--- config.mk ---
export PLATFORM = sky130hd
export DESIGN_NAME = tmr16_multi
export DESIGN_NICKNAME = d
export VERILOG_FILES = /design/src/rtl/tmr16_pkg.sv /design/src/rtl/tmr16_sync_fall.sv /design/src/rtl/tmr16_mode_dec.sv /design/src/rtl/tmr16_core.sv /design/src/rtl/tmr16_multi.sv
export SDC_FILE = /design/constraint.sdc
export NUM_CORES = 1
export LEC_CHECK = 0
export BUFFER_PORTS_ARGS = -buffer_cell sky130_fd_sc_hd__buf_2
export CORE_AREA = 2 2 92 94
export DETAILED_ROUTE_END_ITERATION = 6
export DIE_AREA = 0 0 94 96
export GPL_ROUTABILITY_DRIVEN = 0
export PLACE_DENSITY = 0.67
export SLEW_MARGIN = 20
export SYNTH_ARGS = -nofsm -noshare
export SYNTH_HDL_FRONTEND = slang
export SYNTH_SLANG_ARGS = --single-unit
--- constraint.sdc ---
create_clock -name clk -period 8.5 [get_ports clk]
set_clock_uncertainty 0.2 [all_clocks]
set_input_delay 0 -clock clk [delete_from_list [all_inputs] [get_ports clk]]
set_output_delay 0 -clock clk [all_outputs]
set_load 0.05 [all_outputs]
--- src/rtl/tmr16_pkg.sv ---
package tmr16_pkg;
  typedef enum logic [2:0] {
    M_STOP,
    M_UP,
    M_UPDN,
    M_CAP,
    M_BAUD
  } mode_e;

  typedef struct packed {
    logic ext_sel;
    logic oe;
    logic tclk;
    logic rclk;
    logic dcen;
    logic cap_sel;
    logic run;
  } ctrl_t;

  localparam int CTRL_W = 7;
  localparam logic [1:0] ADDR_CTRL = 2'd0;
  localparam logic [1:0] ADDR_TMR  = 2'd1;
  localparam logic [1:0] ADDR_RLD  = 2'd2;
  localparam logic [1:0] ADDR_FLAG = 2'd3;
endpackage

--- src/rtl/tmr16_sync_fall.sv ---
module tmr16_sync_fall #(
  parameter int N = 3,
  parameter int STAGES = 2
) (
  input  logic         clk,
  input  logic         rst_n,
  input  logic [N-1:0] pin_i,
  output logic [N-1:0] lvl_o,
  output logic [N-1:0] fall_o
);
  localparam int SH_W = STAGES + 1;

  for (genvar g = 0; g < N; g++) begin : g_pin
    logic [SH_W-1:0] sh_q, sh_d;

    always_comb sh_d = {sh_q[SH_W-2:0], pin_i[g]};

    always_ff @(posedge clk or negedge rst_n) begin
      if (!rst_n) sh_q <= '1;
      else        sh_q <= sh_d;
    end

    assign lvl_o[g]  = sh_q[STAGES-1];
    assign fall_o[g] = sh_q[STAGES] & ~sh_q[STAGES-1];

    // a falling edge yields a single one-cycle event
    p_one_event_r10: assert property (@(posedge clk) disable iff (!rst_n)
      fall_o[g] |=> !fall_o[g]);
  end
endmodule

--- src/rtl/tmr16_mode_dec.sv ---
module tmr16_mode_dec
  import tmr16_pkg::*;
(
  input  tmr16_pkg::ctrl_t ctrl_i,
  output tmr16_pkg::mode_e mode_o,
  output logic             co_on_o
);
  always_comb begin
    if (!ctrl_i.run)                     mode_o = M_STOP;
    else if (ctrl_i.rclk || ctrl_i.tclk) mode_o = M_BAUD;
    else if (ctrl_i.cap_sel)             mode_o = M_CAP;
    else if (ctrl_i.dcen)                mode_o = M_UPDN;
    else                                 mode_o = M_UP;
  end

  assign co_on_o = ctrl_i.run & ctrl_i.oe & ~ctrl_i.ext_sel;
endmodule

--- src/rtl/tmr16_core.sv ---
module tmr16_core
  import tmr16_pkg::*;
#(
  parameter int W = 16,
  parameter int BAUD_DIV = 16
) (
  input  logic             clk,
  input  logic             rst_n,
  input  tmr16_pkg::mode_e mode_i,
  input  logic             co_on_i,
  input  logic             cnt_ev_i,
  input  logic             dir_up_i,
  input  logic             cap_ev_i,
  input  logic             tmr_we_i,
  input  logic             rld_we_i,
  input  logic             flag_we_i,
  input  logic [W-1:0]     wdata_i,
  output logic [W-1:0]     tmr_o,
  output logic [W-1:0]     rld_o,
  output logic             ovf_o,
  output logic             ext_o,
  output logic             clk_out_o,
  output logic             baud_tick_o
);
  localparam logic [W-1:0] MAXV = {W{1'b1}};
  localparam int PW = (BAUD_DIV > 1) ? $clog2(BAUD_DIV) : 1;
  localparam logic [PW-1:0] PRE_LAST = PW'(BAUD_DIV - 1);

  logic [W-1:0]  tmr_q, tmr_d, rld_q, rld_d;
  logic          ovf_q, ovf_d, ext_q, ext_d, co_q, co_d, btk_q, btk_d;
  logic [PW-1:0] pre_q, pre_d;
  logic          ev, up_dir, ovf_ev, unf_ev, wrap, quiet, cap_hit;

  always_comb begin
    ev      = (mode_i != M_STOP) && cnt_ev_i;
    up_dir  = (mode_i != M_UPDN) || dir_up_i;
    ovf_ev  = ev && up_dir && (tmr_q == MAXV);
    unf_ev  = ev && !up_dir && (tmr_q == rld_q);
    wrap    = ovf_ev || unf_ev;
    quiet   = (mode_i == M_BAUD) || co_on_i;
    cap_hit = (mode_i == M_CAP) && cap_ev_i;

    if (tmr_we_i)    tmr_d = wdata_i;
    else if (ovf_ev) tmr_d = (mode_i == M_CAP) ? '0 : rld_q;
    else if (unf_ev) tmr_d = MAXV;
    else if (ev)     tmr_d = up_dir ? tmr_q + 1'b1 : tmr_q - 1'b1;
    else             tmr_d = tmr_q;

    if (cap_hit)       rld_d = tmr_q;
    else if (rld_we_i) rld_d = wdata_i;
    else               rld_d = rld_q;

    if (flag_we_i)          ovf_d = wdata_i[0];
    else if (wrap && !quiet) ovf_d = 1'b1;
    else                    ovf_d = ovf_q;

    if (flag_we_i)                     ext_d = wdata_i[1];
    else if (mode_i == M_UPDN && wrap) ext_d = ~ext_q;
    else if (cap_hit)                  ext_d = 1'b1;
    else                               ext_d = ext_q;

    co_d = (co_on_i && wrap) ? ~co_q : co_q;

    if (mode_i != M_BAUD) pre_d = '0;
    else if (ovf_ev)      pre_d = (pre_q == PRE_LAST) ? '0 : pre_q + 1'b1;
    else                  pre_d = pre_q;

    btk_d = (mode_i == M_BAUD) && ovf_ev && (pre_q == PRE_LAST);
  end

  always_ff @(posedge clk or negedge rst_n) begin
    if (!rst_n) begin
      tmr_q <= '0;
      rld_q <= '0;
      ovf_q <= 1'b0;
      ext_q <= 1'b0;
      co_q  <= 1'b0;
      pre_q <= '0;
      btk_q <= 1'b0;
    end else begin
      tmr_q <= tmr_d;
      rld_q <= rld_d;
      ovf_q <= ovf_d;
      ext_q <= ext_d;
      co_q  <= co_d;
      pre_q <= pre_d;
      btk_q <= btk_d;
    end
  end

  assign tmr_o       = tmr_q;
  assign rld_o       = rld_q;
  assign ovf_o       = ovf_q;
  assign ext_o       = ext_q;
  assign clk_out_o   = co_q;
  assign baud_tick_o = btk_q;

  // stopped timer holds its count
  p_stop_hold_r2: assert property (@(posedge clk) disable iff (!rst_n)
    (mode_i == M_STOP && !tmr_we_i) |=> $stable(tmr_o));

  // down count from the reload value lands on all ones
  p_underflow_r4: assert property (@(posedge clk) disable iff (!rst_n)
    (mode_i == M_UPDN && cnt_ev_i && !dir_up_i && tmr_o == rld_o && !tmr_we_i)
    |=> tmr_o == MAXV);

  // baud and clock-out modes leave the overflow flag alone
  p_no_ovf_quiet_r6: assert property (@(posedge clk) disable iff (!rst_n)
    ((mode_i == M_BAUD || co_on_i) && !flag_we_i) |=> $stable(ovf_o));

  // baud tick is a single-cycle pulse
  p_baud_pulse_r6: assert property (@(posedge clk) disable iff (!rst_n)
    baud_tick_o |=> !baud_tick_o);

  // clock output frozen while clock-out is inactive
  p_clkout_hold_r7: assert property (@(posedge clk) disable iff (!rst_n)
    !co_on_i |=> $stable(clk_out_o));
endmodule

--- src/rtl/tmr16_multi.sv ---
module tmr16_multi
  import tmr16_pkg::*;
#(
  parameter int W = 16,
  parameter int BAUD_DIV = 16,
  parameter int SYNC_STAGES = 2
) (
  input  logic         clk,
  input  logic         rst_n,
  input  logic         cfg_we,
  input  logic [1:0]   cfg_addr,
  input  logic [W-1:0] cfg_wdata,
  input  logic         tick,
  input  logic         ext_cnt_in,
  input  logic         ext_dir_in,
  input  logic         ext_cap_in,
  output logic         clk_out,
  output logic         baud_tick,
  output logic         rx_use_tmr,
  output logic         tx_use_tmr,
  output logic         ovf_flag,
  output logic         ext_flag,
  output logic [W-1:0] tmr_q,
  output logic [W-1:0] rld_q
);
  localparam int NPIN = 3;
  localparam int IX_CNT = 0;
  localparam int IX_DIR = 1;
  localparam int IX_CAP = 2;

  ctrl_t ctrl_q, ctrl_d;
  mode_e mode;
  logic  co_on, cnt_ev;
  logic [NPIN-1:0] pin_lvl, pin_fall;
  logic  unused_sync;

  always_comb begin
    if (cfg_we && cfg_addr == ADDR_CTRL) ctrl_d = ctrl_t'(cfg_wdata[CTRL_W-1:0]);
    else                                 ctrl_d = ctrl_q;
  end

  always_ff @(posedge clk or negedge rst_n) begin
    if (!rst_n) ctrl_q <= '0;
    else        ctrl_q <= ctrl_d;
  end

  tmr16_sync_fall #(.N(NPIN), .STAGES(SYNC_STAGES)) u_sync (
    .clk    (clk),
    .rst_n  (rst_n),
    .pin_i  ({ext_cap_in, ext_dir_in, ext_cnt_in}),
    .lvl_o  (pin_lvl),
    .fall_o (pin_fall)
  );

  assign unused_sync = ^{pin_lvl[IX_CNT], pin_lvl[IX_CAP], pin_fall[IX_DIR]};

  tmr16_mode_dec u_dec (
    .ctrl_i  (ctrl_q),
    .mode_o  (mode),
    .co_on_o (co_on)
  );

  assign cnt_ev = ctrl_q.ext_sel ? (pin_fall[IX_CNT] & ~ctrl_q.oe) : tick;

  tmr16_core #(.W(W), .BAUD_DIV(BAUD_DIV)) u_core (
    .clk         (clk),
    .rst_n       (rst_n),
    .mode_i      (mode),
    .co_on_i     (co_on),
    .cnt_ev_i    (cnt_ev),
    .dir_up_i    (pin_lvl[IX_DIR]),
    .cap_ev_i    (pin_fall[IX_CAP]),
    .tmr_we_i    (cfg_we && cfg_addr == ADDR_TMR),
    .rld_we_i    (cfg_we && cfg_addr == ADDR_RLD),
    .flag_we_i   (cfg_we && cfg_addr == ADDR_FLAG),
    .wdata_i     (cfg_wdata),
    .tmr_o       (tmr_q),
    .rld_o       (rld_q),
    .ovf_o       (ovf_flag),
    .ext_o       (ext_flag),
    .clk_out_o   (clk_out),
    .baud_tick_o (baud_tick)
  );

  assign rx_use_tmr = ctrl_q.rclk;
  assign tx_use_tmr = ctrl_q.tclk;

  // the two baud source selects track their own control bits
  p_selects_r9: assert property (@(posedge clk) disable iff (!rst_n)
    (cfg_we && cfg_addr == ADDR_CTRL) |=> (rx_use_tmr == $past(cfg_wdata[3]))
                                          && (tx_use_tmr == $past(cfg_wdata[4])));
endmodule

# Word level (Yosys, flattened, before mapping)
# Index checks and enable logic that the tools add are counted.
# Widths: inputs -> output; s select.
[classes]
n_addsub = 3
eq_ne = 11
mux = 21
n_bitwise = 11
reduce_logical = 28
[ops]
columns = ["op", "n"]
rows = [
  ["$mux 16", 8],
  ["$add 16x1->16 const B", 1],
  ["$eq 16x16->1", 1],
  ["$eq 16x16->1 const B", 1],
  ["$sub 16x1->16 const B", 1],
  ["$logic_and 1x1->1", 15],
  ["$mux 4", 3],
  ["$mux 3", 3],
  ["$eq 3x2->1 const B", 2],
  ["$mux 1", 6],
  ["$not 1->1", 6],
  ["$reduce_bool 2->1", 3],
  ["$reduce_bool 3->1", 2],
  ["$and 1x1->1", 5],
  ["$add 4x1->4 const B", 1],
  ["$eq 2x2->1 const B", 2],
  ["$eq 4x4->1 const B", 1],
  ["$logic_or 1x1->1", 4],
  ["$reduce_bool 4->1", 1],
  ["$eq 3x3->1 const B", 1],
  ["$ne 3x2->1 const B", 1],
  ["$ne 3x3->1 const B", 1],
  ["$eq 2x1->1 const B", 1],
  ["$logic_not 1->1", 2],
  ["other kinds (2)", 2],
]
[word_totals]
register_bits = 55

# Logic depth before layout (Yosys ltp)
# Gate-level depths: netlist of run 1.
[logic_depth]
word_depth = 13
ltp_mapped = 12
mapped_depth_nobuf = 10

# Modules after synthesis
# From an unflattened synthesis of run 1, not the netlist that was laid out.
[unflattened]
hier_cells = 425
hier_area_um2 = 3773.6
[modules_own_cells]
columns = ["module", "n_inst", "cells_each", "area_per_inst_um2"]
rows = [
  ["tmr16_core", 1, 381, 3104.2],
  ["tmr16_multi", 1, 22, 314.1],
  ["tmr16_sync_fall", 1, 15, 300.3],
  ["tmr16_mode_dec", 1, 7, 55.1],
]

# Worst setup path before layout of run 1
# No wires, ideal clock.
[synth_path]
kind = "register to register"
startpoint = "register ctrl_q, in the netlist tx_use_tmr"
endpoint = "register u_core.tmr_q[12] (netlist: u_core.tmr_o[12])"
setup_ns = 0.136
arrival_time_ns = 3.171
t_required_ns = 8.164
slack_ns = 4.993
stages_incl_launch_ff = 10
n_path_buf = 0
path_cell_list = "dfrtp_1 > or4_4 > inv_2 > ha_1 > a21o_1 > a221oi_1 > o21ai_1 > mux2i_1 > a2111oi_0 > a21oi_1"
[synth_between]
elab_chain_cells = 11
[synth_rtl]
columns = ["item", "line_no", "source"]
rows = [
  ["start: declaration", "tmr16_multi.sv:31", "ctrl_t ctrl_q, ctrl_d;"],
  ["start signal: assignment", "tmr16_multi.sv:44", "else ctrl_q <= ctrl_d;"],
  ["$logic_or 1x1->1 *", "tmr16_mode_dec.sv:10", "else if (ctrl_i.rclk || ctrl_i.tclk) mode_o = M_BAUD;"],
  ["$mux 3 *", "tmr16_mode_dec.sv:10", ""],
  ["$mux 3 *", "tmr16_mode_dec.sv:9", "if (!ctrl_i.run) mode_o = M_STOP;"],
  ["$ne 3x2->1", "tmr16_core.sv:36", "up_dir = (mode_i != M_UPDN) || dir_up_i;"],
  ["$logic_or 1x1->1", "tmr16_core.sv:36", ""],
  ["$logic_not 1->1", "tmr16_core.sv:38", "unf_ev = ev && !up_dir && (tmr_q == rld_q);"],
  ["$logic_and 1x1->1 (2 in series)", "tmr16_core.sv:38", ""],
  ["$mux 16", "tmr16_core.sv:45", "else if (unf_ev) tmr_d = MAXV;"],
  ["$mux 16", "tmr16_core.sv:44", "else if (ovf_ev) tmr_d = (mode_i == M_CAP) ? '0 : rld_q;"],
  ["$mux 16", "tmr16_core.sv:43", "if (tmr_we_i) tmr_d = wdata_i;"],
  ["end signal: assignment", "tmr16_core.sv:81", "tmr_q <= tmr_d;"],
  ["end: declaration", "tmr16_core.sv:29", "logic [W-1:0] tmr_q, tmr_d, rld_q, rld_d;"],
]
# Every way passes the cells marked *; elsewhere a longest branch is shown, timed or not. The select of a mux whose other input is x is not followed.
# A chain may end at the register's enable or synchronous reset.

# Final worst setup path of run 1
[layout_path]
startpoint = "register ctrl_q[1] (netlist name)"
endpoint = "register u_core.tmr_q[12] (netlist: u_core.tmr_o[12])"
[layout_between]
elab_chain_cells = 11
[layout_rtl]
columns = ["item", "line_no", "source"]
rows = [
  ["$mux 3 *", "tmr16_mode_dec.sv:11", "else if (ctrl_i.cap_sel) mode_o = M_CAP;"],
  ["$mux 3 *", "tmr16_mode_dec.sv:10", ""],
  ["$mux 3 *", "tmr16_mode_dec.sv:9", ""],
  ["$ne 3x2->1", "tmr16_core.sv:36", ""],
  ["$logic_or 1x1->1", "tmr16_core.sv:36", ""],
  ["$logic_not 1->1", "tmr16_core.sv:38", ""],
  ["$logic_and 1x1->1 (2 in series)", "tmr16_core.sv:38", ""],
  ["$mux 16", "tmr16_core.sv:45", ""],
  ["$mux 16", "tmr16_core.sv:44", ""],
  ["$mux 16", "tmr16_core.sv:43", ""],
]
# Marks and branches as above.

==> impl_metrics.py, run 1 <==
metrics = {
    "power": {
        "total_power_uw": 1237,
        "clkPwrFrac": 0.124,
        "internal-power_uw": 594.2,
        "p_seq_frac": 0.358,
        "p_comb_frac": 0.519,
        "power_density_nw_per_um2": 288.4,
        "p_switching_uw": 642.5,
        "ir_worst_vdd_uv": 179.5,
        "p_leak_uw": 0.002026,
        "swShare": 0.5195,
    },
    "timing": {
        "slew_headroom": 0.3986,
        "finalHoldViolations": 0,
        "setup_viol_count_final": 0,
        "period_needed_ns": 3.881,
        "max_slew.worst_pin.slew_ns": 0.9022,
        "maxSlewViolCount": 0,
        "final.setup.tns_ns": 0,
        "grt_setup_unrepaired": "false",
        "period_share": 0.4566,
        "max_freq_mhz": 257.7,
    },
    "yosys": {
        "synth_seq_cells": 55,
        "synthCells": 390,
        "synth_largest_area_cell": "dfrtp_1",
        "synthArstFlopShare": 1.000,
        "synth_cell_types": 55,
        "yosysSeqAreaShare": 0.3892,
        "netlist_area_um2": 3562,
        "ys_warn_count": 0,
        "ys.flop_type": "dfrtp_1",
        "synth_top_area_frac": 0.3302,
        "synth_nets": 431,
        "synth-edff-count": 0,
        "synthTopCellsByArea": "dfrtp_1, dfstp_2, mux2i_1, ha_1, xor2_1",
        "syn_area_per_cell_um2": 9.134,
    },
    "floorplanning": {
        "die-width_um": 94,
        "die_area_um2": 9024,
        "io_pins": 63,
        "core_area_um2": 8051,
        "fp.dieH_um": 96,
        "fp-row-count": 33,
        "initial_core_util": 0.4424,
    },
    "worst_setup_path": {
        "cp-start-kind": "register",
        "r2r_slack_ns": 4.62,
        "critical_path_arrival_ns": 3.88,
        "r2r_end": "u_core.tmr_o[12]",
        "r2r-start": "ctrl_q[1]",
        "cp_max_fo": 16,
        "crit_type": "register to register",
        "cp-startpoint": "ctrl_q[1]",
        "cp-end-kind": "register",
        "cp.required_ns": 8.50,
        "ff2ff_path_depth": 10,
    },
    "finish": {
        "fill_cells": 776,
        "fin_cells": 577,
        "final_area_um2": 4288,
        "drive_above_1_share": 0.2097,
        "num_antenna_cells": 0,
        "nNetsFinal": 512,
        "layout_common_cells": "buf_2, nand2_1, dfrtp_1",
        "utilization": 0.5326,
        "area_growth_pct": 20.37,
        "layout_commonest_cell": "buf_2",
    },
    "clocking": {
        "clkSinkCount": 55,
        "clockBufferDepth": 2,
        "htree_levels": 2,
        "cts_made_buffers": 5,
        "cts_tree": "built",
        "cts_resized": 0,
        "cts_root_buf": "clkbuf_8",
        "insertion_delay_ns": 0.32,
        "path_clk_slew_ns": 0.11,
    },
    "global_routing": {
        "grt_start_max_net_pins": 56,
        "antenna_found_initial": 0,
        "grt_pass1_vias": 3197,
        "grt.total_usage": 0.2284,
        "grt_remaining_overflow": 0,
        "grt_pass1_wl_um": 16100,
    },
    "routing": {
        "drtIter0Drc": 119,
        "vias_per_cell": 5.695,
        "wl_per_cell_um": 17.07,
        "firstDrtPassIters": 4,
        "routed_wl_um": 9852,
        "final_antenna_net_count": 0,
        "remaining_drc_errors": 0,
        "vias": 3286,
    },
    "run": {
        "max_cap_violations": 0,
    },
    "hold_path": {
        "min_to": "u_sync.g_pin[2].sh_q[0]",
        "min_delay_path_depth": 2,
        "hold_start": "ext_cap_in",
        "min_path_type": "input pin to register",
    },
    "placement": {
        "dp.cells": 544,
        "dpl_cell_area_um2": 3948,
        "hpwlAfterDp_um": 6838,
        "portBuffers": 62,
    },
    "status": {
        "outcome": "completed",
    },
}
state kept, by name (all words and copies together) (netlist names):
| name | cells |
|---|---|
| u_sync.g_pin.sh_q | 8 |
| u_core.ovf_o | 1 |
| u_core.baud_tick_o | 1 |
| u_core.tmr_o | 16 |
| tx_use_tmr | 1 |
| rx_use_tmr | 1 |
| ctrl_q | 5 |
| u_core.clk_out_o | 1 |
| u_core.ext_o | 1 |
| u_core.rld_o | 16 |
| u_core.pre_q | 4 |
per-layer routing:
layer,up-vias,routed length [um],GRT usage,part of all wire
met5,-,0,0,0
met4,0,283,0.08937,0.029
met3,22,532,0.03602,0.054
met2,116,4601,0.3821,0.47
met1,1557,4434,0.2979,0.45
li1,1591,-,-,-
Yosys cell counts, types with 3 or more instances:
library cell	number
a211oi_1	10
a21o_1	5
a21oi_1	35
a31oi_1	3
and3_1	6
buf_2	4
clkbuf_1	9
dfrtp_1	47
dfstp_2	8
ha_1	15
inv_1	5
mux2_2	8
mux2i_1	19
nand2_1	48
nand3_1	24
nand3b_1	4
nand4_1	4
nor2_1	21
nor2b_1	3
nor3_1	5
nor3b_1	3
nor4_1	7
o211ai_1	4
o21ai_0	31
xnor2_1	7
xor2_1	21
worst max path at each step:
stage | slack [ns] | cells past startpoint | endpoint
2_1_floorplan | 4.99 | 9 | u_core.tmr_o[12]
4_1_cts | 4.63 | 10 | u_core.tmr_o[12]
5_1_grt | 4.47 | 10 | u_core.tmr_o[12]
6_report | 4.62 | 10 | u_core.tmr_o[12]
3_5_place_dp | 4.64 | 10 | u_core.tmr_o[12]
3_3_place_gp | 4.82 | 10 | u_core.tmr_o[12]
critical path, cell delays in order (launching register included):
cell and delay (ns):
dfrtp_1 0.40, nand3b_2 0.21, or4_4 0.47, inv_2 0.27, ha_1 0.35, a21o_1 0.19
a221oi_1 0.70, o21ai_1 0.25, mux2i_1 0.17, a2111oi_0 0.44, a21oi_1 0.12
cell families (layout without fill, tap and decap cells):
family	after synthesis	count (layout)	share of synthesized area
simple gates	137	137	0.1942
compound gates	105	105	0.1809
flops	55	55	0.3892
xor+xnor	28	28	0.06885
mux	27	27	0.07868
buf+inv	22	104	0.02986
fa+ha+maj	16	16	0.05831
power groups by stage:
stage	clock network (uW)	logic, uW	registers, uW
4_1_cts	158	641	441
2_1_floorplan	0	276	628
5_1_grt	170	694	454
3_5_place_dp	0	629	446
6_report	153	641	442
3_3_place_gp	0	621	442
per-stage QoR:
stage	hold slack [ns]	setup slack [ns]
CTS	0.09616	4.626
global placement	-0.09443	4.825
finish	0.1134	4.619
detailed placement	-0.09383	4.643
floorplan	-0.4956	4.993
global route	0.1053	4.470
cell type report:
| type | count | area [um2] | area share |
|---|---|---|---|
| clock buffers | 6 | 72.57 | 0.01692 |
| repair buffers | 90 | 583.1 | 0.1360 |
| multi-input cells | 313 | 2074 | 0.4838 |
| inverters | 6 | 22.52 | 0.005252 |
| flip-flops and latches | 55 | 1386 | 0.3233 |
| well taps | 105 | 131.4 | 0.03064 |
| clock inverters | 2 | 17.52 | 0.004085 |
what timing repair did:
action	in CTS	in global routing
buffers inserted	0	0
hold buffers	25	0
hold endpoints to repair	91	0
No activity file was read; power rests on OpenSTA's default activity.
==> run 2: changes to the inputs <==
- PLACE_DENSITY: 0.67 -> 0.69
- clock period: 8.5 -> 3.15 ns (I/O delays scaled with it)
==> impl_metrics.py, run 2 (synthesis results as in run 1) <==
metrics = {
    "worst_setup_path": {
        "path_cells": "nand3b_4, or4_4, inv_8, ha_1, a21o_1, and4_4, or3_4, a2111o_1, o211ai_1, a21oi_1",
        "ff2ff_path_depth": 10,
        "slowest_stage": "or4_4",
        "cp.required_ns": 3.14,
        "r2r_end": "u_core.tmr_o[13]",
        "critical_path_arrival_ns": 3.18,
        "r2r_slack_ns": -0.04,
        "cp-end-kind": "register",
        "cp-start-kind": "register",
        "max_stage_delay_ns": 0.56,
        "crit_type": "register to register",
        "cp_max_fo": 8,
        "r2r-start": "ctrl_q[1]",
    },
    "placement": {
        "dpl_cell_area_um2": 4119,
        "portBuffers": 62,
        "hpwlAfterDp_um": 7309,
        "dp.cells": 563,
        "pre_cts_slack_ns": -0.04038,
    },
    "routing": {
        "wl_per_cell_um": 17.15,
        "vias_per_cell": 5.658,
        "vias": 3406,
        "final_antenna_net_count": 0,
        "remaining_drc_errors": 0,
        "firstDrtPassIters": 4,
        "drtIter0Drc": 181,
        "routed_wl_um": 10320,
    },
    "finish": {
        "fill_cells": 725,
        "area_growth_pct": 29.19,
        "fin_cells": 602,
        "final_area_um2": 4602,
        "layout_commonest_cell": "buf_2",
        "nNetsFinal": 537,
        "layout_common_cells": "buf_2, nand2_1, dfrtp_1",
        "num_antenna_cells": 0,
        "drive_above_1_share": 0.2817,
    },
    "power": {
        "power_density_nw_per_um2": 765.5,
        "p_seq_frac": 0.333,
        "p_comb_frac": 0.545,
        "internal-power_uw": 1722,
        "p_switching_uw": 1800,
        "ir_worst_vdd_uv": 529.1,
        "clkPwrFrac": 0.122,
        "swShare": 0.5111,
        "p_leak_uw": 0.002165,
    },
    "floorplanning": {
        "die_area_um2": 9024,
        "initial_core_util": 0.4424,
        "io_pins": 63,
        "fp-row-count": 33,
        "fp.dieH_um": 96,
        "die-width_um": 94,
        "core_area_um2": 8051,
    },
    "clocking": {
        "cts_root_buf": "clkbuf_8",
        "cts_made_buffers": 5,
        "insertion_delay_ns": 0.32,
        "clockBufferDepth": 2,
        "clkSinkCount": 55,
        "cts_tree": "built",
        "htree_levels": 2,
        "path_clk_slew_ns": 0.11,
    },
    "timing": {
        "grt_setup_unrepaired": "true",
        "slew_headroom": 0.4412,
        "setup_slack_ns": -0.03667,
        "period_share": 1.012,
        "period_needed_ns": 3.187,
        "hold_slack_ns": 0.1072,
        "max_freq_mhz": 313.8,
        "setup_viol_count_final": 1,
        "maxSlewViolCount": 0,
        "finalHoldViolations": 0,
        "max_slew.worst_pin.slew_ns": 0.8383,
        "final.setup.tns_ns": -0.03667,
    },
    "global_routing": {
        "grt_pass1_vias": 3357,
        "grt_start_max_net_pins": 36,
        "grt_remaining_overflow": 0,
        "grt_pass1_wl_um": 16880,
        "grt.total_usage": 0.2385,
        "antenna_found_initial": 0,
    },
    "hold_path": {
        "min_path_type": "input pin to async pin",
    },
    "status": {
        "failed_checks": "negative setup slack",
        "outcome": "complete, but fails checks",
    },
    "run": {
        "max_cap_violations": 0,
    },
}
## run 2: cell types whose count changed in the layout (fill, tap and decap cells not counted), sizes merged
| cell | previous run | this run |
|---|---|---|
| clkinvlp | 0 | 1 |
| buf | 65 | 90 |
| inv | 7 | 6 |
## run 2: cell type report
| cell class | instances | area, um2 | area share |
|---|---|---|---|
| inverters | 6 | 30.03 | 0.006525 |
| multi-input cells | 313 | 2170 | 0.4715 |
| clock inverters | 2 | 16.27 | 0.003535 |
| repair buffers | 115 | 783.3 | 0.1702 |
| well taps | 105 | 131.4 | 0.02855 |
| flip-flops and latches | 55 | 1389 | 0.3018 |
| clock buffers | 6 | 82.58 | 0.01794 |
## run 2: metrics by stage
| stage | total power (uW) | utilization |
|---|---|---|
| 2_1_floorplan | 2452 | - |
| 3_3_place_gp | 2935 | 0.5116 |
| 3_5_place_dp | 2975 | 0.5116 |
| 4_1_cts | 3454 | 0.5594 |
| 5_1_grt | 3770 | 0.5716 |
| 6_report | 3523 | 0.5716 |
## run 2: what timing repair did
item | CTS | global route
setup endpoints to repair | 4 | 7
resized for setup | 3 | 12
setup buffers | 2 | 4
hold buffers | 25 | 0
pin swaps | 1 | 12
endpoints found under the hold margin | 76 | 0
## run 2: critical path: cells and delay by family, from the launching register on
kind / cells / cell delay (ns)
AND/OR/NAND/NOR: 4 / 1.31
AO/OA/AOI/OAI: 4 / 0.81
flip-flops: 1 / 0.39
adder cells (fa/ha/maj): 1 / 0.24
buffers and inverters: 1 / 0.11
## run 2: worst max path at each step
stage | startpoint | end | slack [ns] | depth (start not counted)
after detailed placement | ctrl_q[1] | u_core.tmr_o[12] | -0.04 | 10
after floorplan | tx_use_tmr | u_core.tmr_o[12] | -0.008 | 9
final | ctrl_q[1] | u_core.tmr_o[13] | -0.04 | 10
after global routing | ctrl_q[1] | u_core.tmr_o[13] | -0.12 | 10
after CTS | ctrl_q[1] | u_core.tmr_o[12] | 0.02 | 10
after global placement | ctrl_q[1] | u_core.tmr_o[11] | 0.05 | 10
## run 2: power by group through the flow
| stage | Combinational (uW) | Sequential [uW] | Clock [uW] |
|---|---|---|---|
| finish | 1920 | 1170 | 430 |
| global route | 2080 | 1210 | 483 |
| CTS | 1840 | 1170 | 448 |
| detailed placement | 1790 | 1180 | 0 |
| global placement | 1760 | 1180 | 0 |
| floorplan | 753 | 1700 | 0 |
## run 2: metal layers
layer / GRT usage / wire (um)
met4: 0.09300 / 252
met3: 0.03367 / 482
met5: 0 / 0
met1: 0.3196 / 4710
met2: 0.3923 / 4876
